--- src/rtl/i2c_trk_pkg.sv ---
package i2c_trk_pkg;

  localparam int PH_W = 3;

  typedef enum logic [PH_W-1:0] {
    PH_IDLE    = 3'd0,
    PH_WAIT    = 3'd1,
    PH_START   = 3'd2,
    PH_ADDR    = 3'd3,
    PH_ADDRACK = 3'd4,
    PH_DATA    = 3'd5,
    PH_DATAACK = 3'd6
  } phase_t;

  // Acknowledge phases: the only places a hold can be taken
  function automatic logic is_ack(input phase_t p);
    return (p == PH_ADDRACK) || (p == PH_DATAACK);
  endfunction

  // Phases that belong to an ongoing transfer on the wire
  function automatic logic in_xfer(input phase_t p);
    return (p >= PH_START) && (p <= PH_DATAACK);
  endfunction

  // Choice after a released acknowledge phase: stop, then restart, then next byte
  function automatic phase_t after_ack(input logic stp, input logic rsta,
                                       input logic nxt, input phase_t cur);
    if (stp)       return PH_IDLE;
    else if (rsta) return PH_START;
    else if (nxt)  return PH_DATA;
    else           return cur;
  endfunction

endpackage

--- src/rtl/i2c_bus_cond.sv ---
module i2c_bus_cond (
  input  logic clk,
  input  logic rst_n,
  input  logic scl_i,
  input  logic sda_i,
  output logic start_det,
  output logic stop_det,
  output logic busy
);
  logic scl_q, sda_q;

  always_ff @(posedge clk or negedge rst_n) begin
    if (!rst_n) begin
      scl_q <= 1'b1;
      sda_q <= 1'b1;
    end else begin
      scl_q <= scl_i;
      sda_q <= sda_i;
    end
  end

  // SCL stable high across the two samples, SDA changes
  assign start_det = scl_i & scl_q &  sda_q & ~sda_i;
  assign stop_det  = scl_i & scl_q & ~sda_q &  sda_i;

  always_ff @(posedge clk or negedge rst_n) begin
    if (!rst_n)         busy <= 1'b0;
    else if (start_det) busy <= 1'b1;
    else if (stop_det)  busy <= 1'b0;
  end
endmodule

--- src/rtl/i2c_phase_seq.sv ---
module i2c_phase_seq
  import i2c_trk_pkg::*;
(
  input  logic   clk,
  input  logic   rst_n,
  input  logic   busy,
  input  logic   start_det,
  input  logic   stop_det,
  input  logic   master,
  input  logic   slave_en,
  input  logic   start_req,
  input  logic   start_done,
  input  logic   addr_done,
  input  logic   ack_done,
  input  logic   ack_nack,
  input  logic   data_done,
  input  logic   next_byte,
  input  logic   rep_start,
  input  logic   stop_done,
  input  logic   sw_continue,
  output phase_t phase,
  output logic   hold,
  output logic   nack_cap,
  output logic   ev_req,
  output logic   ev_slave,
  output logic   ev_start,
  output logic   ev_addr_ack,
  output logic   ev_idle
);
  phase_t nxt;
  logic   hold_n, nack_n;

  always_comb begin
    nxt         = phase;
    hold_n      = hold;
    nack_n      = nack_cap;
    ev_req      = 1'b0;
    ev_slave    = 1'b0;
    ev_addr_ack = 1'b0;
    if (hold) begin
      if (sw_continue) begin
        hold_n = 1'b0;
        nack_n = 1'b0;
      end
    end else if (in_xfer(phase) && (stop_done || (!master && stop_det))) begin
      nxt = PH_IDLE;
    end else begin
      unique case (phase)
        PH_IDLE: begin
          if (slave_en && start_det) begin
            nxt      = PH_ADDR;
            ev_slave = 1'b1;
          end else if (start_req) begin
            nxt    = PH_WAIT;
            ev_req = 1'b1;
          end
        end
        PH_WAIT:  if (!busy)      nxt = PH_START;
        PH_START: if (start_done) nxt = PH_ADDR;
        PH_ADDR:  if (addr_done)  nxt = PH_ADDRACK;
        PH_DATA:  if (data_done)  nxt = PH_DATAACK;
        PH_ADDRACK, PH_DATAACK: begin
          if (ack_done) begin
            hold_n      = 1'b1;
            nack_n      = ack_nack;
            ev_addr_ack = (phase == PH_ADDRACK);
          end else begin
            nxt = after_ack(stop_done, rep_start, next_byte, phase);
          end
        end
        default: nxt = PH_IDLE;
      endcase
    end
  end

  assign ev_start = (nxt == PH_START) && (phase != PH_START);
  assign ev_idle  = (nxt == PH_IDLE)  && (phase != PH_IDLE);

  always_ff @(posedge clk or negedge rst_n) begin
    if (!rst_n) begin
      phase    <= PH_IDLE;
      hold     <= 1'b0;
      nack_cap <= 1'b0;
    end else begin
      phase    <= nxt;
      hold     <= hold_n;
      nack_cap <= nack_n;
    end
  end
endmodule

--- src/rtl/i2c_role_flags.sv ---
module i2c_role_flags (
  input  logic clk,
  input  logic rst_n,
  input  logic ev_req,
  input  logic ev_slave,
  input  logic ev_start,
  input  logic ev_addr_ack,
  input  logic ev_idle,
  input  logic dir_tx,
  output logic master,
  output logic tx
);
  always_ff @(posedge clk or negedge rst_n) begin
    if (!rst_n) begin
      master <= 1'b0;
      tx     <= 1'b0;
    end else begin
      if (ev_idle || ev_slave) master <= 1'b0;
      else if (ev_req)         master <= 1'b1;

      if (ev_idle || ev_slave) tx <= 1'b0;
      else if (ev_start)       tx <= 1'b1;
      else if (ev_addr_ack)    tx <= dir_tx;
    end
  end
endmodule

--- src/rtl/i2c_xfer_tracker.sv ---
module i2c_xfer_tracker
  import i2c_trk_pkg::*;
(
  input  logic            clk,
  input  logic            rst_n,
  input  logic            scl_i,
  input  logic            sda_i,
  input  logic            slave_en,
  input  logic            start_req,
  input  logic            start_done,
  input  logic            addr_done,
  input  logic            ack_done,
  input  logic            ack_nack,
  input  logic            dir_tx,
  input  logic            data_done,
  input  logic            next_byte,
  input  logic            rep_start,
  input  logic            stop_done,
  input  logic            sw_continue,
  output logic [PH_W-1:0] state_o,
  output logic            busy_o,
  output logic            master_o,
  output logic            tx_o,
  output logic            bushold_o,
  output logic            nack_o
);
  logic   start_det, stop_det, busy, master, tx, hold, nack_cap;
  logic   ev_req, ev_slave, ev_start, ev_addr_ack, ev_idle;
  phase_t phase;

  i2c_bus_cond u_cond (
    .clk(clk), .rst_n(rst_n), .scl_i(scl_i), .sda_i(sda_i),
    .start_det(start_det), .stop_det(stop_det), .busy(busy)
  );

  i2c_phase_seq u_seq (
    .clk(clk), .rst_n(rst_n), .busy(busy), .start_det(start_det),
    .stop_det(stop_det), .master(master), .slave_en(slave_en),
    .start_req(start_req), .start_done(start_done), .addr_done(addr_done),
    .ack_done(ack_done), .ack_nack(ack_nack), .data_done(data_done),
    .next_byte(next_byte), .rep_start(rep_start), .stop_done(stop_done),
    .sw_continue(sw_continue), .phase(phase), .hold(hold),
    .nack_cap(nack_cap), .ev_req(ev_req), .ev_slave(ev_slave),
    .ev_start(ev_start), .ev_addr_ack(ev_addr_ack), .ev_idle(ev_idle)
  );

  i2c_role_flags u_role (
    .clk(clk), .rst_n(rst_n), .ev_req(ev_req), .ev_slave(ev_slave),
    .ev_start(ev_start), .ev_addr_ack(ev_addr_ack), .ev_idle(ev_idle),
    .dir_tx(dir_tx), .master(master), .tx(tx)
  );

  assign state_o   = phase;
  assign busy_o    = busy;
  assign master_o  = master;
  assign tx_o      = tx;
  assign bushold_o = hold;
  assign nack_o    = hold & is_ack(phase) & nack_cap;
endmodule

--- config.mk ---
export PLATFORM = sky130hd
export DESIGN_NAME = i2c_xfer_tracker
export DESIGN_NICKNAME = d
export VERILOG_FILES = /design/src/rtl/i2c_trk_pkg.sv /design/src/rtl/i2c_bus_cond.sv /design/src/rtl/i2c_phase_seq.sv /design/src/rtl/i2c_role_flags.sv /design/src/rtl/i2c_xfer_tracker.sv
export SDC_FILE = /design/constraint.sdc
export NUM_CORES = 1
export LEC_CHECK = 0
export ABC_CLOCK_PERIOD_IN_PS = 2640
export CAP_MARGIN = 0
export CORE_UTILIZATION = 46
export CTS_BUF_LIST = sky130_fd_sc_hd__clkbuf_8
export CTS_CLUSTER_DIAMETER = 150
export DETAILED_ROUTE_END_ITERATION = 6
export GPL_TIMING_DRIVEN = 0
export PLACE_DENSITY = 0.81
export SLEW_MARGIN = 20
export SYNTH_ARGS = -nofsm -noshare
export SYNTH_HDL_FRONTEND = slang
export SYNTH_SLANG_ARGS = --single-unit
export TNS_END_PERCENT = 30
--- constraint.sdc ---
create_clock -name clk -period 2.64 [get_ports clk]
set_clock_uncertainty 0.15 [all_clocks]
set_input_delay 0.396 -clock clk [delete_from_list [all_inputs] [get_ports clk]]
set_output_delay 0.396 -clock clk [all_outputs]
set_load 0.005 [all_outputs]
==> summary.md <==
| Metric | Value |
|---|---|
| Static leakage | `0.414 nW` |
| Number of antenna violations at the first check in global routing | `0` |
| Detailed placement HPWL | `1430 µm` |
| Most used routing layer | `met2` |
| Largest net degree at the start of global routing | `11` |
| Share of post-route cells with drive strength above 1 | `11.0%` |
| Largest fanout on the critical path | `3` |
| PortBufs | `23` |
| Multiplexer area fraction after synthesis | `1.43%` |
| 1st-pass router iterations | `4` |
| Cell accounting for the most synthesized area | `dfrtp_1` |
| Clock input transition at the sequential cells of the worst setup and hold paths | `0.05 ns` |
| Routed WL | `1910 µm` |
| Fillcell total | `114` |
| Combinational group share of total power | `52.8%` |
| Met1 demand-to-capacity share in global routing | `32.1%` |
| Simple logic cell fraction of the synthesized area | `28.2%` |
| Number of buffers between clock root and the deepest sink | `2` |
| Leading cell types in the layout, fill and taps excluded | `clkdlybuf4s50_1 (23), dfrtp_1 (8), nor2_1 (6), inv_1 (6)` |
| Reg power frac | `27.3%` |
| Average wire length per cell after detail routing | `15.4 µm` |
| Headroom to the max-slew limit | `69.7%` |
| Startpoint Class | `input port` |
| Largest vdd supply drop | `748 µV` |
| Setup crit end kind | `flop` |
| Max stage delay cell, worst path | `clkdlybuf4s50_1` |
| Total negative setup slack | `0 ns` |
| Final-report max-slew violation count | `0` |
| TritonCTS Sinks | `10` |
| Ordered cell list for the critical path | `clkdlybuf4s50_1 > nand3_2 > or4_1 > a21oi_1 > o22ai_1 > and4_4 > a221oi_2` |
| Die area | `1680 µm²` |
| Number of post-CTS setup repair buffers | `0` |
| Post-synth EDFFs | `0` |
| Total non-filler cell area in the finished layout | `1000 µm²` |
| Fin cells | `124` |
| Power density of the placed cells | `946 nW/µm²` |
| Min-delay worst type | `input port to asynchronous set/reset pin` |
| Leading cell type in the layout, fill and taps excluded | `clkdlybuf4s50_1` |
| Unrepaired setup endpoints after global routing | `no` |
| Buffer cell driving the clock tree root | `clkbuf_8` |
| Slew of the pin with the lowest slew margin | `0.453 ns` |
| Final RePlAce weighted congestion | `0.817` |
| Die outline height | `41.0 µm` |
| Row count | `13` |
| Synth Area in Compound Gates | `28.6%` |
| H-tree depth | `1` |
| Proportion of synthesized chip area in sequential cells | `36.1%` |
| Arrival time at the worst endpoint | `2.30 ns` |
| Layout Area Growth over Synthesis | `43.4%` |
| Cell Int Power | `590 µW` |
| Final period util | `87.6%` |
| Commonest register cell after synthesis | `dfrtp_1` |
| Share of the synthesized netlist area taken by xor and xnor gates | `0%` |
| Yosys top cell area share | `28.6%` |
| Number of global-route vias before repair | `678` |
| Post-detailed-route count of antenna-violating nets | `0` |
| Iteration-0 DRC Markers | `24` |
| Syn nets | `98` |
| Number of different library cells in the post-synthesis netlist | `36` |
| Dominant combinational cell family by area after synthesis | `compound AO/OA/AOI/OAI gates` |
| # diodes | `0` |
| Post-Synthesis Cell Area | `701 µm²` |
| Total routing usage reported by global routing | `26.3%` |
| Effective utilization at floorplan | `51.3%` |
| Register-to-Register Setup Slack | `0.50 ns` |
| Remaining global-route overflow | `0` |
| Clock network fraction of total power | `19.9%` |
| Longest individual stage delay on the worst path | `0.52 ns` |
| Clock latency on the worst-skew pair | `0.23 ns` |
| CTS tree | `done` |
| Post-placement cell area | `950 µm²` |
| Post-layout power | `950 µW` |
| IO Count | `24` |
| Cells after Synth | `82` |
| Final Hold Slack | `0.330 ns` |
| Startpoint of the most critical register-to-register path | `u_cond.sda_q` |
| Final number of hold-violating endpoints | `0` |
| Mean instance size in the synthesized netlist | `8.54 µm²` |
| Launching instance or port of the critical path | `scl_i` |
| First-pass GRT wire length | `2840 µm` |
| Layout net count | `126` |
| Post_cts resized | `0` |
| CORE AREA | `1370 µm²` |
| Count of placed standard cells including taps | `120` |
| Cells on worst reg2reg path | `6` |
| Net switching power figure | `360 µW` |
| Adder and majority cell fraction of the synthesized area | `0%` |
| Remaining design rule violation count | `0` |
| Switching Share | `37.9%` |
| Max Cap Violations | `0` |
| Hold buffer count at cts | `0` |
| Warning count from the yosys run | `0` |
| Endpoint of the lowest-slack register-to-register path | `u_role.master` |
| Critical path data required time | `2.63 ns` |
| Number of clock buffers inserted by TritonCTS | `3` |
| Met2 track demand over resource in global routing | `44.5%` |
| Number of vias per cell after detailed routing | `6.08` |
| Via count | `754` |
| Outcome | `finished, final reports clean` |
| Yosys reg bits | `10` |
| Fmax | `433 MHz` |
| Final setup fails | `0` |
| Kind of critical path | `input port to flop` |
| Global Route met3 Usage | `6.52%` |
| Synth area leaders | `dfrtp_1 (29%), dfstp_2 (7.5%), nand2b_1 (4.5%)` |
| Fraction of registers with async set or reset after synthesis | `100%` |
| Min cycle time layout | `2.31 ns` |
| Die extent in x | `41.0 µm` |
-- final cells by class --
class                           count  area (µm²)  area share (%)
Buffer                              4        17.5            1.74
Clock buffer                        4        55.1            5.48
Inverter                            6        22.5            2.24
Multi-Input combinational cell     62         408            40.6
Sequential cell                    10         253            25.2
Tap cell                           15        18.8            1.87
Timing Repair Buffer               23         230            22.9
-- cell usage after synthesis (all sizes together), types with 3 or more instances --
cell,n
nand2,5
a21oi,4
o21a,3
o21ai,5
nand2b,5
dfrtp,8
nor2,6
nand3,5
inv,6
-- layer usage --
layer | part of all wire (%) | wire, µm
met3 | 8.3 | 159
met2 | 47 | 905
met5 | 0 | 0
met1 | 43 | 823
met4 | 1.3 | 24
-- state kept, by name (all words and copies together), names as in the netlist --
signal / cells
u_role.tx: 1
u_seq.nack_cap: 1
u_seq.phase: 3
u_seq.hold: 1
u_role.master: 1
u_cond.sda_q: 1
u_cond.busy: 1
u_cond.scl_q: 1
-- critical path, delay by kind of cell --
| family | cells | cell delay [ns] |
|---|---|---|
| AOI/OAI and AO/OA | 3 | 0.62 |
| buffers and inverters | 1 | 0.52 |
| and+or+nand+nor | 3 | 0.76 |
-- power groups by stage --
| stage | combinational, mW | clock, mW | sequential (mW) |
|---|---|---|---|
| 2_1_floorplan | 0.315 | 0 | 0.249 |
| 3_3_place_gp | 0.480 | 0 | 0.257 |
| 3_5_place_dp | 0.490 | 0 | 0.257 |
| 4_1_cts | 0.500 | 0.191 | 0.256 |
| 5_1_grt | 0.549 | 0.201 | 0.263 |
| 6_report | 0.502 | 0.189 | 0.259 |
-- cell families (layout without fill, tap and decap cells) --
group                  Yosys count  count (layout)
and+or+nand+nor                 33              33
AOI/OAI and AO/OA               28              28
DFF                             10              10
buffers and inverters           10              37
muxes                            1               1
-- how the worst max path moves through the flow --
stage / endpoint / slack (ns) / cells after the start
after global placement: u_role.master / 0.19 / 7
after floorplan: u_role.master / 0.71 / 6
after global routing: u_role.master / 0.26 / 7
after detailed placement: u_role.master / 0.14 / 7
after CTS: u_role.master / 0.35 / 7
final: u_role.master / 0.33 / 7
-- metrics by stage --
step	util [%]	setup slack, ns
3_3_place_gp	69.5	0.189
4_1_cts	73.5	0.346
6_report	73.5	0.328
3_5_place_dp	69.5	0.143
5_1_grt	73.5	0.257
2_1_floorplan	-	0.707
No activity file was read; power rests on OpenSTA's default activity.
